$ cat src/rtl/pdx_pkg.sv
package pdx_pkg;

  typedef enum logic [1:0] {
    SEQ_IDLE = 2'd0,
    SEQ_BIT  = 2'd1,
    SEQ_TAIL = 2'd2
  } seq_state_t;

  // Counter width able to hold values 0 .. depth-1 (at least one bit).
  function automatic int cnt_width(input int unsigned depth);
    return (depth <= 1) ? 1 : $clog2(depth);
  endfunction

endpackage

$ cat src/rtl/pdx_carrier.sv
// Carrier phase generator: high for HALF_CLKS clocks, then low for HALF_CLKS.
// Restarts at phase zero whenever run is low.
module pdx_carrier #(
  parameter int unsigned HALF_CLKS = 657
) (
  input  logic clk,
  input  logic rst_n,
  input  logic run,
  output logic carrier_hi,
  output logic period_end
);
  localparam int unsigned PERIOD_CLKS = 2 * HALF_CLKS;
  localparam int unsigned PW = pdx_pkg::cnt_width(PERIOD_CLKS);
  localparam logic [PW-1:0] PH_LAST = PW'(PERIOD_CLKS - 1);
  localparam logic [PW-1:0] PH_HALF = PW'(HALF_CLKS);

  logic [PW-1:0] phase_q;

  always_ff @(posedge clk or negedge rst_n) begin
    if (!rst_n) begin
      phase_q <= '0;
    end else if (!run || phase_q == PH_LAST) begin
      phase_q <= '0;
    end else begin
      phase_q <= phase_q + 1'b1;
    end
  end

  assign carrier_hi = run && (phase_q < PH_HALF);
  assign period_end = run && (phase_q == PH_LAST);

endmodule

$ cat src/rtl/pdx_frame_shift.sv
// Frame register: loads {HEADER, cmd} and moves one place toward the MSB per bit.
module pdx_frame_shift #(
  parameter int unsigned CMD_W = 8,
  parameter int unsigned HDR_W = 3,
  parameter logic [HDR_W-1:0] HEADER = 3'b101
) (
  input  logic             clk,
  input  logic             rst_n,
  input  logic             load,
  input  logic [CMD_W-1:0] cmd,
  input  logic             advance,
  output logic             cur_bit
);
  localparam int unsigned FRAME_W = HDR_W + CMD_W;

  logic [FRAME_W-1:0] image;
  logic [FRAME_W-1:0] sr_q;
  logic [FRAME_W-1:0] sr_d;

  assign image = {HEADER, cmd};

  generate
    for (genvar i = 0; i < FRAME_W; i++) begin : g_cell
      if (i == 0) begin : g_lsb
        assign sr_d[i] = load ? image[i] : (advance ? 1'b0 : sr_q[i]);
      end else begin : g_upper
        assign sr_d[i] = load ? image[i] : (advance ? sr_q[i-1] : sr_q[i]);
      end
    end
  endgenerate

  always_ff @(posedge clk or negedge rst_n) begin
    if (!rst_n) begin
      sr_q <= '0;
    end else begin
      sr_q <= sr_d;
    end
  end

  assign cur_bit = sr_q[FRAME_W-1];

endmodule

$ cat src/rtl/pdx_seq.sv
// Frame sequencer: counts carrier periods into units, units into bit periods,
// bit periods into a frame, then sends the closing burst.
module pdx_seq #(
  parameter int unsigned BURST_CYCLES = 10,
  parameter int unsigned ZERO_UNITS   = 4,
  parameter int unsigned ONE_UNITS    = 8,
  parameter int unsigned FRAME_W      = 11
) (
  input  logic clk,
  input  logic rst_n,
  input  logic start,
  input  logic period_end,
  input  logic cur_bit,
  output logic busy,
  output logic in_burst,
  output logic advance,
  output logic done_flag
);
  import pdx_pkg::*;

  localparam int unsigned MAX_UNITS = (ONE_UNITS > ZERO_UNITS) ? ONE_UNITS : ZERO_UNITS;
  localparam int unsigned CW = cnt_width(BURST_CYCLES);
  localparam int unsigned UW = cnt_width(MAX_UNITS);
  localparam int unsigned BW = cnt_width(FRAME_W);
  localparam logic [CW-1:0] CYC_LAST  = CW'(BURST_CYCLES - 1);
  localparam logic [UW-1:0] ZERO_LAST = UW'(ZERO_UNITS - 1);
  localparam logic [UW-1:0] ONE_LAST  = UW'(ONE_UNITS - 1);
  localparam logic [BW-1:0] BIT_LAST  = BW'(FRAME_W - 1);

  seq_state_t    st_q;
  logic [CW-1:0] cyc_q;
  logic [UW-1:0] unit_q;
  logic [BW-1:0] bit_q;
  logic          done_q;

  logic          unit_end;
  logic [UW-1:0] units_last;
  logic          bit_end;

  assign unit_end   = period_end && (cyc_q == CYC_LAST);
  assign units_last = cur_bit ? ONE_LAST : ZERO_LAST;
  assign bit_end    = (st_q == SEQ_BIT) && unit_end && (unit_q == units_last);

  always_ff @(posedge clk or negedge rst_n) begin
    if (!rst_n) begin
      st_q   <= SEQ_IDLE;
      cyc_q  <= '0;
      unit_q <= '0;
      bit_q  <= '0;
      done_q <= 1'b0;
    end else begin
      case (st_q)
        SEQ_IDLE: begin
          if (start) begin
            st_q   <= SEQ_BIT;
            cyc_q  <= '0;
            unit_q <= '0;
            bit_q  <= '0;
            done_q <= 1'b0;
          end
        end
        SEQ_BIT: begin
          if (period_end) begin
            cyc_q <= unit_end ? '0 : cyc_q + 1'b1;
          end
          if (bit_end) begin
            unit_q <= '0;
            if (bit_q == BIT_LAST) begin
              st_q <= SEQ_TAIL;
            end else begin
              bit_q <= bit_q + 1'b1;
            end
          end else if (unit_end) begin
            unit_q <= unit_q + 1'b1;
          end
        end
        SEQ_TAIL: begin
          if (period_end) begin
            cyc_q <= unit_end ? '0 : cyc_q + 1'b1;
          end
          if (unit_end) begin
            st_q   <= SEQ_IDLE;
            done_q <= 1'b1;
          end
        end
        default: st_q <= SEQ_IDLE;
      endcase
    end
  end

  assign busy      = (st_q != SEQ_IDLE);
  assign in_burst  = ((st_q == SEQ_BIT) && (unit_q == '0)) || (st_q == SEQ_TAIL);
  assign advance   = bit_end;
  assign done_flag = done_q;

endmodule

$ cat src/rtl/pdx_cmd_tx.sv
module pdx_cmd_tx #(
  parameter int unsigned CLK_HZ       = 50_000_000,
  parameter int unsigned CARRIER_HZ   = 38_000,
  parameter int unsigned BURST_CYCLES = 10,
  parameter int unsigned ZERO_UNITS   = 4,
  parameter int unsigned ONE_UNITS    = 8,
  parameter int unsigned CMD_W        = 8,
  parameter int unsigned HDR_W        = 3,
  parameter logic [HDR_W-1:0] HEADER  = 3'b101
) (
  input  logic             clk,
  input  logic             rst_n,
  input  logic             cmd_valid,
  output logic             cmd_ready,
  input  logic [CMD_W-1:0] cmd_data,
  output logic             tx_out,
  output logic             frame_done
);
  localparam int unsigned HALF_CLKS = CLK_HZ / (2 * CARRIER_HZ);
  localparam int unsigned FRAME_W   = HDR_W + CMD_W;

  logic busy;
  logic accept;
  logic carrier_hi;
  logic period_end;
  logic cur_bit;
  logic advance;
  logic in_burst;

  assign cmd_ready = !busy;
  assign accept    = cmd_valid && cmd_ready;

  pdx_carrier #(
    .HALF_CLKS(HALF_CLKS)
  ) u_carrier (
    .clk       (clk),
    .rst_n     (rst_n),
    .run       (busy),
    .carrier_hi(carrier_hi),
    .period_end(period_end)
  );

  pdx_frame_shift #(
    .CMD_W (CMD_W),
    .HDR_W (HDR_W),
    .HEADER(HEADER)
  ) u_shift (
    .clk    (clk),
    .rst_n  (rst_n),
    .load   (accept),
    .cmd    (cmd_data),
    .advance(advance),
    .cur_bit(cur_bit)
  );

  pdx_seq #(
    .BURST_CYCLES(BURST_CYCLES),
    .ZERO_UNITS  (ZERO_UNITS),
    .ONE_UNITS   (ONE_UNITS),
    .FRAME_W     (FRAME_W)
  ) u_seq (
    .clk       (clk),
    .rst_n     (rst_n),
    .start     (accept),
    .period_end(period_end),
    .cur_bit   (cur_bit),
    .busy      (busy),
    .in_burst  (in_burst),
    .advance   (advance),
    .done_flag (frame_done)
  );

  assign tx_out = in_burst && carrier_hi;

endmodule

$ cat config.mk
export PLATFORM = sky130hd
export DESIGN_NAME = pdx_cmd_tx
export DESIGN_NICKNAME = d
export VERILOG_FILES = /design/src/rtl/pdx_pkg.sv /design/src/rtl/pdx_carrier.sv /design/src/rtl/pdx_frame_shift.sv /design/src/rtl/pdx_seq.sv /design/src/rtl/pdx_cmd_tx.sv
export SDC_FILE = /design/constraint.sdc
export NUM_CORES = 1
export LEC_CHECK = 0
export CAP_MARGIN = 15
export CORE_UTILIZATION = 67
export DETAILED_ROUTE_END_ITERATION = 10
export DONT_BUFFER_PORTS = 1
export PLACE_DENSITY = 0.84
export SYNTH_ARGS = -nofsm -noshare
export SYNTH_HDL_FRONTEND = slang
export SYNTH_SLANG_ARGS = --single-unit
$ cat constraint.sdc
create_clock -name clk -period 5.3 [get_ports clk]
set_clock_uncertainty 0.15 [all_clocks]
set_input_delay 1.59 -clock clk [delete_from_list [all_inputs] [get_ports clk]]
set_output_delay 1.59 -clock clk [all_outputs]
set_load 0.01 [all_outputs]
==> results of run 1 <==
## final timing paths
path                               endpoint  slack (ns)  cells past startpoint
setup / recovery                     tx_out        1.14                      5
hold / removal              u_shift.sr_q[8]        0.37                      2
setup reg to reg             u_seq.bit_q[2]        2.47                      6
hold reg to reg             u_shift.sr_q[8]        0.37                      2
max in group asynchronous  u_shift.sr_q[10]        4.15                      0
min in group asynchronous   u_shift.sr_q[1]        0.77                      0
## stage by stage
stage          std cells  setup WS (ns)  hold WS [ns]
5_1_grt              243         0.8876        0.3968
2_1_floorplan        210          1.700        0.3138
4_1_cts              242          1.120        0.3738
6_report             243          1.143        0.3678
3_3_place_gp         234          1.536        0.3269
3_5_place_dp         234          1.536        0.3437
## power groups by stage
stage	Combinational [mW]	Clock, mW	Sequential (mW)
after detailed placement	0.207	0	0.360
after global placement	0.197	0	0.356
after CTS	0.208	0.149	0.353
final	0.212	0.144	0.353
after floorplan	0.176	0	0.351
after global routing	0.238	0.156	0.360
## sequential cells by signal (all words and copies together) (netlist names)
signal             count
u_seq.st_q             2
u_shift.sr_q          11
u_seq.unit_q           3
u_seq.cyc_q            4
u_carrier.phase_q     11
u_seq.bit_q            4
u_seq.done_flag        1
## area by class of cell
class / count / share of cell area
Clock buffer: 5 / 0.01808
Clock inverter: 3 / 0.009042
Inverter: 12 / 0.02170
Multi-Input combinational cell: 154 / 0.4925
Sequential cell: 36 / 0.4340
Tap cell: 31 / 0.01869
Timing Repair Buffer: 2 / 0.006028
## layer usage
metal,track usage,up-vias
li1,-,736
met5,0,-
met4,0.1150,0
met2,0.4371,40
met3,0.06682,5
met1,0.3425,734
## synth_stat cells (all sizes together) (2+ instances only)
cell type	n	share of area
buf	4	0.014
nor3	2	0.0050
nor2	26	0.049
nand3	11	0.027
ha	12	0.075
xnor2	2	0.0087
o21ai	15	0.037
a21oi	15	0.039
nand4	2	0.0062
nand4bb	2	0.014
nand2	14	0.026
or2	2	0.0062
nand3b	2	0.0075
inv	12	0.022
or3	4	0.012
xor2	8	0.035
mux2i	9	0.045
a31oi	4	0.012
o31ai	5	0.019
nand2b	2	0.0062
a31o	2	0.0087
clkbuf	4	0.0075
dfrtp	36	0.45
a22o	2	0.0087
and3	4	0.012
## worst max-delay path, delay by kind of cell (launching register included)
kind / cells / cell delay (ns)
and+or+nand+nor: 2 / 0.42
DFF: 1 / 0.43
AOI/OAI and AO/OA: 3 / 1.21
## cell families (layout without fill, tap and decap cells)
| kind of cell | after synthesis | after routing | share of synthesized area |
|---|---|---|---|
| compound gates | 48 | 48 | 0.1443 |
| xor+xnor | 10 | 10 | 0.04354 |
| fa+ha+maj | 12 | 12 | 0.07462 |
| buf+inv | 20 | 22 | 0.04415 |
| flops | 36 | 36 | 0.4478 |
| mux | 10 | 10 | 0.05037 |
| simple gates | 74 | 74 | 0.1953 |
==> metrics.txt, run 1 <==
CP Cell Sequence or2_1 > o31ai_1 > nand2_1 > a21o_1 > a2111oi_0; synthesized cell area 2012 sq um; met2 routed WL 1.789 mm; unrepaired setup endpoints after global routing false; yosys warns 0; Power Density 341.9 nW/um^2; hold path startpoint u_shift.sr_q[8]; most common cell after layout, fill and taps aside dfrtp_1; top layer used by detailed routing met4; Combinational Power Share 0.299; I/O Buffers 0; Setup Buffers After CTS 0; P_leak 0.9453 nW; Top FF cell, synth dfrtp_1; DRT antenna net count 0; Max VDD drop 0.0002757 V; fin util 0.7400; I/O pins 14; Vias 1515; Die W 56.80 um; FF-to-FF Start u_seq.st_q[0]; WS Path Type reg -> out; Post-CTS Hold Buffers 0; Async SR Flop Fraction 1.000; Net Sw Frac 0.3683; Worst path max stage delay 0.81 ns; Design Area, Final 2076 sq um; Die Area 3226 sq um; TNS Setup 0 ns; num rows 19; Syn Inst Count 210; worst-path fanout max 6; CORE AREA 2805 sq um; register area 900.9 sq um; CTS buffer count 5; EDFF count, synth 0; Post-CTS Resized 0; crit share post-route 0.7844; Worst-Margin Slew 0.8988 ns; dpl hpwl 2.713 mm; GRT Util Overall 0.2688; crit start category register; average size of a mapped cell 9.581 sq um; placed cell areas 2014 sq um; FMAX 240.5 MHz; clk slew on worst S/H paths 0.11 ns; filler instances 209; Max Slew Vio Count 0; Clk Latency, worst-skew pair 0.35 ns; H-tree depth 2; first-pass GRT wire length 6.472 mm; status finished clean; final wirelength 3.714 mm; syn_nets 233; Sink Count 36; Fin. Hold Viols 0; Residual DRC 0; Max Cap Viol 0; initial antenna violation count 0; most frequent cells in the layout 36 x dfrtp_1, 26 x nor2_1, 14 x a21oi_1, 14 x nand2_1; number of global-route vias before repair 1443; diode count 0; relative slew slack 0.3853; largest net degree at the start of global routing 37; post-synthesis sequential area ratio 0.4478; Clock power frac 0.203; post-synth cell types 40; area added between synthesis and finish 3.172%; CP startpoint u_carrier.phase_q[3]; Int Power 0.4483 mW; clock root cell clkbuf_4; DR WL/cell 15.28 um; Period minus WS final 4.157 ns; Sw Pwr 0.2614 mW; met1 wire length 1.724 mm; vias per cell 6.235; hold crit path type reg -> reg; crit path capture type output pin; Final nets 234; Starting DRT DRC Count 57; met3 WL post-DR 133 um; Clock Path Buffers 2; fraction of layout cells with a size suffix above 1 0.07547; Starting Density 0.7172; Routability Congestion 0.8519; multi-input combinational cell area 1022 sq um; remaining global-route overflow 0; WP data required 3.56 ns; Synth Register Bits 36; Flop pwr share 0.498; WP data arrival 2.42 ns; Die Ht 56.80 um; first-pass iteration count of the detailed router 6; CTS tree yes; # setup viols final 0; highest-delay cell along the critical path a2111oi_0; total power 0.7096 mW
Power figures use the tool's default switching activity.
==> run 2, diff against run 1 <==
Settings changed: CORE_UTILIZATION 67 to 56, PLACE_DENSITY 0.84 to 0.75.
Clock period 5.3 ns to 3.82 ns, I/O delays scaled along.
==> metrics.txt, run 2 (same netlist as run 1, synthesis figures left out) <==
status finished clean (unchanged); Design Area, Final 2132 sq um (was 2076 sq um); CP bufs+invs 1 (was 0); CP Cell Sequence or2_1 > o31ai_1 > nand2_1 > a21o_1 > a2111oi_0 > buf_4 (was or2_1 > o31ai_1 > nand2_1 > a21o_1 > a2111oi_0); worst-path fanout max 6 (unchanged); Starting Density 0.5936 (was 0.7172); Final nets 236 (was 234); clk slew on worst S/H paths 0.12 ns (was 0.11 ns); pre-CTS setup slack 0.7384 ns (was 1.536 ns); DR WL/cell 14.07 um (was 15.28 um); initial antenna violation count 0 (unchanged); Hold WS 0.3304 ns (was 0.3678 ns); Vias 1495 (was 1515); fraction of layout cells with a size suffix above 1 0.07944 (was 0.07547); Die Ht 61.94 um (was 56.80 um); Worst path max stage delay 0.43 ns (was 0.81 ns); num rows 21 (was 19); Starting DRT DRC Count 135 (was 57); largest net degree at the start of global routing 37 (unchanged); relative slew slack 0.5675 (was 0.3853); r2r endpoint u_seq.unit_q[2] (was u_seq.bit_q[2]); Die W 61.94 um (was 56.80 um); unrepaired setup endpoints after global routing false (unchanged); Period minus WS final 3.440 ns; final setup margin 0.3801 ns (was 1.143 ns); FMAX 290.7 MHz; CTS tree yes (unchanged); hold crit path type in -> async (was reg -> reg); GRT Util Overall 0.2187 (was 0.2688); Sink Count 36 (unchanged); CP startpoint u_carrier.phase_q[2] (was u_carrier.phase_q[3]); dpl hpwl 2.611 mm (was 2.713 mm); Worst-Margin Slew 0.6474 ns (was 0.8988 ns); Max Slew Vio Count 0 (unchanged); crit path capture type output pin (unchanged); first-pass iteration count of the detailed router 4 (was 6); final wirelength 3.659 mm (was 3.714 mm); Max VDD drop 0.0003298 V (was 0.0002757 V); I/O pins 14 (unchanged); Post-CTS Resized 0 (unchanged); filler instances 283 (was 209); CTS buffer count 5 (unchanged); CORE AREA 3390 sq um (was 2805 sq um); flop2flop setup slack 1.27 ns (was 2.47 ns); top flop regs u_carrier.phase_q (11), u_shift.sr_q (11) (unchanged); highest-delay cell along the critical path dfrtp_1 (was a2111oi_0); most frequent cells in the layout 36 x dfrtp_1, 26 x nor2_1, 14 x a21oi_1, 14 x nand2_1 (unchanged); final std cells w/o fill 260 (was 243); Clock Path Buffers 2 (unchanged); remaining global-route overflow 0 (unchanged); WP depth 6 (was 5); I/O Buffers 0 (unchanged); area added between synthesis and finish 5.970% (was 3.172%); # setup viols final 0 (unchanged); Die Area 3837 sq um (was 3226 sq um); Residual DRC 0 (unchanged); fin util 0.6290 (was 0.7400); CP delay by family, top compound AO/OA/AOI/OAI gates (unchanged); WS Path Type reg -> out (unchanged); placed cell areas 2048 sq um (was 2014 sq um); number of global-route vias before repair 1379 (was 1443); Max Cap Viol 0 (unchanged); Fin. Hold Viols 0 (unchanged); placed instance count 251 (was 234); total power 1.060 mW (was 0.7096 mW); FF-to-FF Start u_seq.st_q[0] (unchanged); crit path to tx_out (unchanged); TNS Setup 0 ns (unchanged); clock root cell clkbuf_4 (unchanged); Clk Latency, worst-skew pair 0.34 ns (was 0.35 ns); vias per cell 5.750 (was 6.235); crit share post-route 0.9005; H-tree depth 2 (unchanged); most common cell after layout, fill and taps aside dfrtp_1 (unchanged); Power Density 497.1 nW/um^2 (was 341.9 nW/um^2); Setup Buffers After CTS 0 (unchanged); WP data required 2.52 ns (was 3.56 ns); R2R depth 8 (was 6); crit start category register (unchanged); DRT antenna net count 0 (unchanged); P_leak 0.9628 nW (was 0.9453 nW); diode count 0 (unchanged); WP data arrival 2.14 ns (was 2.42 ns); first-pass GRT wire length 6.092 mm (was 6.472 mm); Routability Congestion 0.7690 (was 0.8519); Post-CTS Hold Buffers 0 (unchanged)
[run 2: changes by cell type in the layout (fill, tap and decap cells not counted)]
cell,previous run,this run
buf_2,1,0
buf_4,1,3
bufinv_16,0,1
clkbuf_1,0,1
clkbuf_4,5,6
clkinv_2,2,1
clkinv_4,1,0
[run 2: metal layers]
| metal | global-route usage | vias to the layer above | routed length [um] |
|---|---|---|---|
| met5 | 0 | - | 0 |
| met4 | 0.07937 | 0 | 48 |
| met3 | 0.06211 | 6 | 139 |
| met2 | 0.3389 | 23 | 1727 |
| met1 | 0.2923 | 729 | 1743 |
| li1 | - | 737 | - |
[run 2: area by class of cell]
class | count | area (sq um) | area share
Inverter | 12 | 45.04 | 0.02113
Sequential cell | 36 | 900.9 | 0.4225
Multi-Input combinational cell | 154 | 1022 | 0.4795
Timing Repair Buffer | 4 | 30.03 | 0.01408
Tap cell | 46 | 57.56 | 0.02700
Clock inverter | 2 | 35.03 | 0.01643
Clock buffer | 6 | 41.29 | 0.01937
[run 2: worst min path at each step]
stage / slack (ns) / depth (start not counted) / from / to
2_1_floorplan: 0.31 / 2 / u_shift.sr_q[9] / u_shift.sr_q[10]
4_1_cts: 0.32 / 0 / rst_n / u_seq.bit_q[1]
5_1_grt: 0.31 / 0 / rst_n / u_seq.bit_q[3]
3_3_place_gp: 0.33 / 2 / u_shift.sr_q[7] / u_shift.sr_q[8]
3_5_place_dp: 0.34 / 2 / u_shift.sr_q[9] / u_shift.sr_q[10]
6_report: 0.33 / 0 / rst_n / u_seq.bit_q[3]
[run 2: where the power goes]
part / total, mW / switching (mW) / internal, mW / leakage, nW
clock: 0.263 / 0.125 / 0.137 / 0.0422
combinational: 0.307 / 0.188 / 0.119 / 0.457
sequential: 0.490 / 0.0452 / 0.445 / 0.464
==> run 3, diff against run 2 <==
Settings changed: BUFFER_PORTS_ARGS set to -buffer_cell sky130_fd_sc_hd__buf_2, CORE_MARGIN set to 3, CORE_UTILIZATION 56 to 54, DONT_BUFFER_PORTS 1 to not set, PLACE_DENSITY 0.75 to 0.76.
==> metrics.txt, run 3 (same netlist as run 1, synthesis figures left out) <==
Power Density 493.1 nW/um^2 (was 497.1 nW/um^2); DRT antenna net count 0 (unchanged); CP Cell Sequence or2_1 > o31ai_1 > nand2_1 > a21o_1 > a2111oi_0 > buf_2 (was or2_1 > o31ai_1 > nand2_1 > a21o_1 > a2111oi_0 > buf_4); Vias 1529 (was 1495); remaining global-route overflow 0 (unchanged); Post-CTS Hold Buffers 0 (unchanged); Fin. Hold Viols 0 (unchanged); relative slew slack 0.4840 (was 0.5675); Max Slew Vio Count 0 (unchanged); I/O pins 14 (unchanged); initial antenna violation count 0 (unchanged); top layer used by detailed routing met4 (unchanged); clock root cell clkbuf_8 (was clkbuf_4); TNS Setup 0 ns (unchanged); most frequent cells in the layout 36 x dfrtp_1, 26 x nor2_1, 14 x a21oi_1, 14 x nand2_1, 13 x buf_2 (was 36 x dfrtp_1, 26 x nor2_1, 14 x a21oi_1, 14 x nand2_1); vias per cell 5.621 (was 5.750); crit start category register (unchanged); area added between synthesis and finish 9.515% (was 5.970%); Flop pwr share 0.453 (was 0.462); Clock power frac 0.250 (was 0.248); first-pass GRT wire length 6.417 mm (was 6.092 mm); Starting Density 0.5801 (was 0.5936); Worst-Margin Slew 0.7740 ns (was 0.6474 ns); CTS buffer count 5 (unchanged); pre-CTS setup slack 0.6915 ns (was 0.7384 ns); crit path capture type output pin (unchanged); multi-input combinational cell area 1022 sq um (unchanged); met2 routed WL 1.645 mm (was 1.727 mm); Post-CTS Resized 0 (unchanged); Sink Count 36 (unchanged); met1 wire length 1.843 mm (was 1.743 mm); hold crit path type reg -> reg (was in -> async); GRT Util Overall 0.1895 (was 0.2187); final wirelength 3.655 mm (was 3.659 mm); Residual DRC 0 (unchanged); DR WL/cell 13.44 um (was 14.07 um); Die W 67.04 um (was 61.94 um); final setup margin 0.4036 ns (was 0.3801 ns); Starting DRT DRC Count 108 (was 135); Hold WS 0.3665 ns (was 0.3304 ns); filler instances 327 (was 283); Int Power 0.7159 mW (was 0.7012 mW); Combinational Power Share 0.298 (was 0.290); P_leak 1.015 nW (was 0.9628 nW); most common cell after layout, fill and taps aside dfrtp_1 (unchanged); clk slew on worst S/H paths 0.07 ns (was 0.12 ns); H-tree depth 2 (unchanged); unrepaired setup endpoints after global routing false (unchanged); highest-delay cell along the critical path dfrtp_1 (unchanged); worst-path fanout max 6 (unchanged); largest net degree at the start of global routing 37 (unchanged); Die Area 4494 sq um (was 3837 sq um); crit share post-route 0.8944 (was 0.9005); FMAX 292.7 MHz (was 290.7 MHz); Net Sw Frac 0.3410 (was 0.3384); Clk Latency, worst-skew pair 0.29 ns (was 0.34 ns); number of global-route vias before repair 1384 (was 1379); diode count 0 (unchanged); Die Ht 67.04 um (was 61.94 um); dpl hpwl 2.632 mm (was 2.611 mm); num rows 21 (unchanged); fin util 0.6353 (was 0.6290); met3 WL post-DR 125 um (was 139 um); status finished clean (unchanged); # setup viols final 0 (unchanged); WS Path Type reg -> out (unchanged); first-pass iteration count of the detailed router 4 (unchanged); Routability Congestion 0.7613 (was 0.7690); Max VDD drop 0.0003183 V (was 0.0003298 V); fraction of layout cells with a size suffix above 1 0.1239 (was 0.07944); CP delay by family, top compound AO/OA/AOI/OAI gates (unchanged); top flop regs u_carrier.phase_q (11), u_shift.sr_q (11) (unchanged); register area 900.9 sq um (unchanged); Worst path max stage delay 0.42 ns (was 0.43 ns); CORE AREA 3468 sq um (was 3390 sq um); Clock Path Buffers 2 (unchanged); Sw Pwr 0.3705 mW (was 0.3586 mW); total power 1.086 mW (was 1.060 mW); Setup Buffers After CTS 0 (unchanged); Final nets 248 (was 236); WP data arrival 2.12 ns (was 2.14 ns); Max Cap Viol 0 (unchanged); Period minus WS final 3.416 ns (was 3.440 ns); CTS tree yes (unchanged); CP bufs+invs 1 (unchanged); I/O Buffers 13 (was 0); WP data required 2.52 ns (about the same)
run 3: path summary, 6_finish.rpt:
| check | from | end | slack, ns | depth (start not counted) |
|---|---|---|---|---|
| hold / removal | u_shift.sr_q[9] | u_shift.sr_q[10] | 0.37 | 2 |
| max in group asynchronous | rst_n | u_carrier.phase_q[3] | 2.24 | 1 |
| min in group asynchronous | rst_n | u_carrier.phase_q[6] | 0.78 | 1 |
| hold reg to reg | u_shift.sr_q[9] | u_shift.sr_q[10] | 0.37 | 2 |
| setup reg to reg | u_carrier.phase_q[1] | u_shift.sr_q[1] | 1.24 | 7 |
| setup / recovery | u_carrier.phase_q[2] | tx_out | 0.40 | 6 |
run 3: metrics by stage:
| step | std cells | instance area, sq um |
|---|---|---|
| final | 272 | 2203 |
| after global placement | 264 | 2113 |
| after floorplan | 210 | 2012 |
| after CTS | 272 | 2203 |
| after global routing | 272 | 2203 |
| after detailed placement | 264 | 2113 |
run 3: power groups by stage:
stage / Sequential, mW / Clock [mW] / Combinational (mW)
2_1_floorplan: 0.487 / 0 / 0.244
3_3_place_gp: 0.495 / 0 / 0.317
3_5_place_dp: 0.499 / 0 / 0.326
4_1_cts: 0.492 / 0.278 / 0.327
5_1_grt: 0.503 / 0.298 / 0.370
6_report: 0.492 / 0.271 / 0.323
run 3: tightest hold or removal path, cell delays in order, from the launching register on:
cell and delay, ns:
dfrtp_1 0.35, nand2_1 0.05, nand3_1 0.08
run 3: cell type report:
cell class	count	area share
clock buffer	8	0.04089
inverter	12	0.02044
multi-input combinational	154	0.4639
sequential	36	0.4089
tap	46	0.02612
timing repair buffer	16	0.03975
run 3: layer usage:
| metal | GRT usage | vias up |
|---|---|---|
| li1 | - | 767 |
| met1 | 0.2658 | 729 |
| met2 | 0.2798 | 29 |
| met3 | 0.04553 | 4 |
| met4 | 0.07342 | 0 |
| met5 | 0 | - |
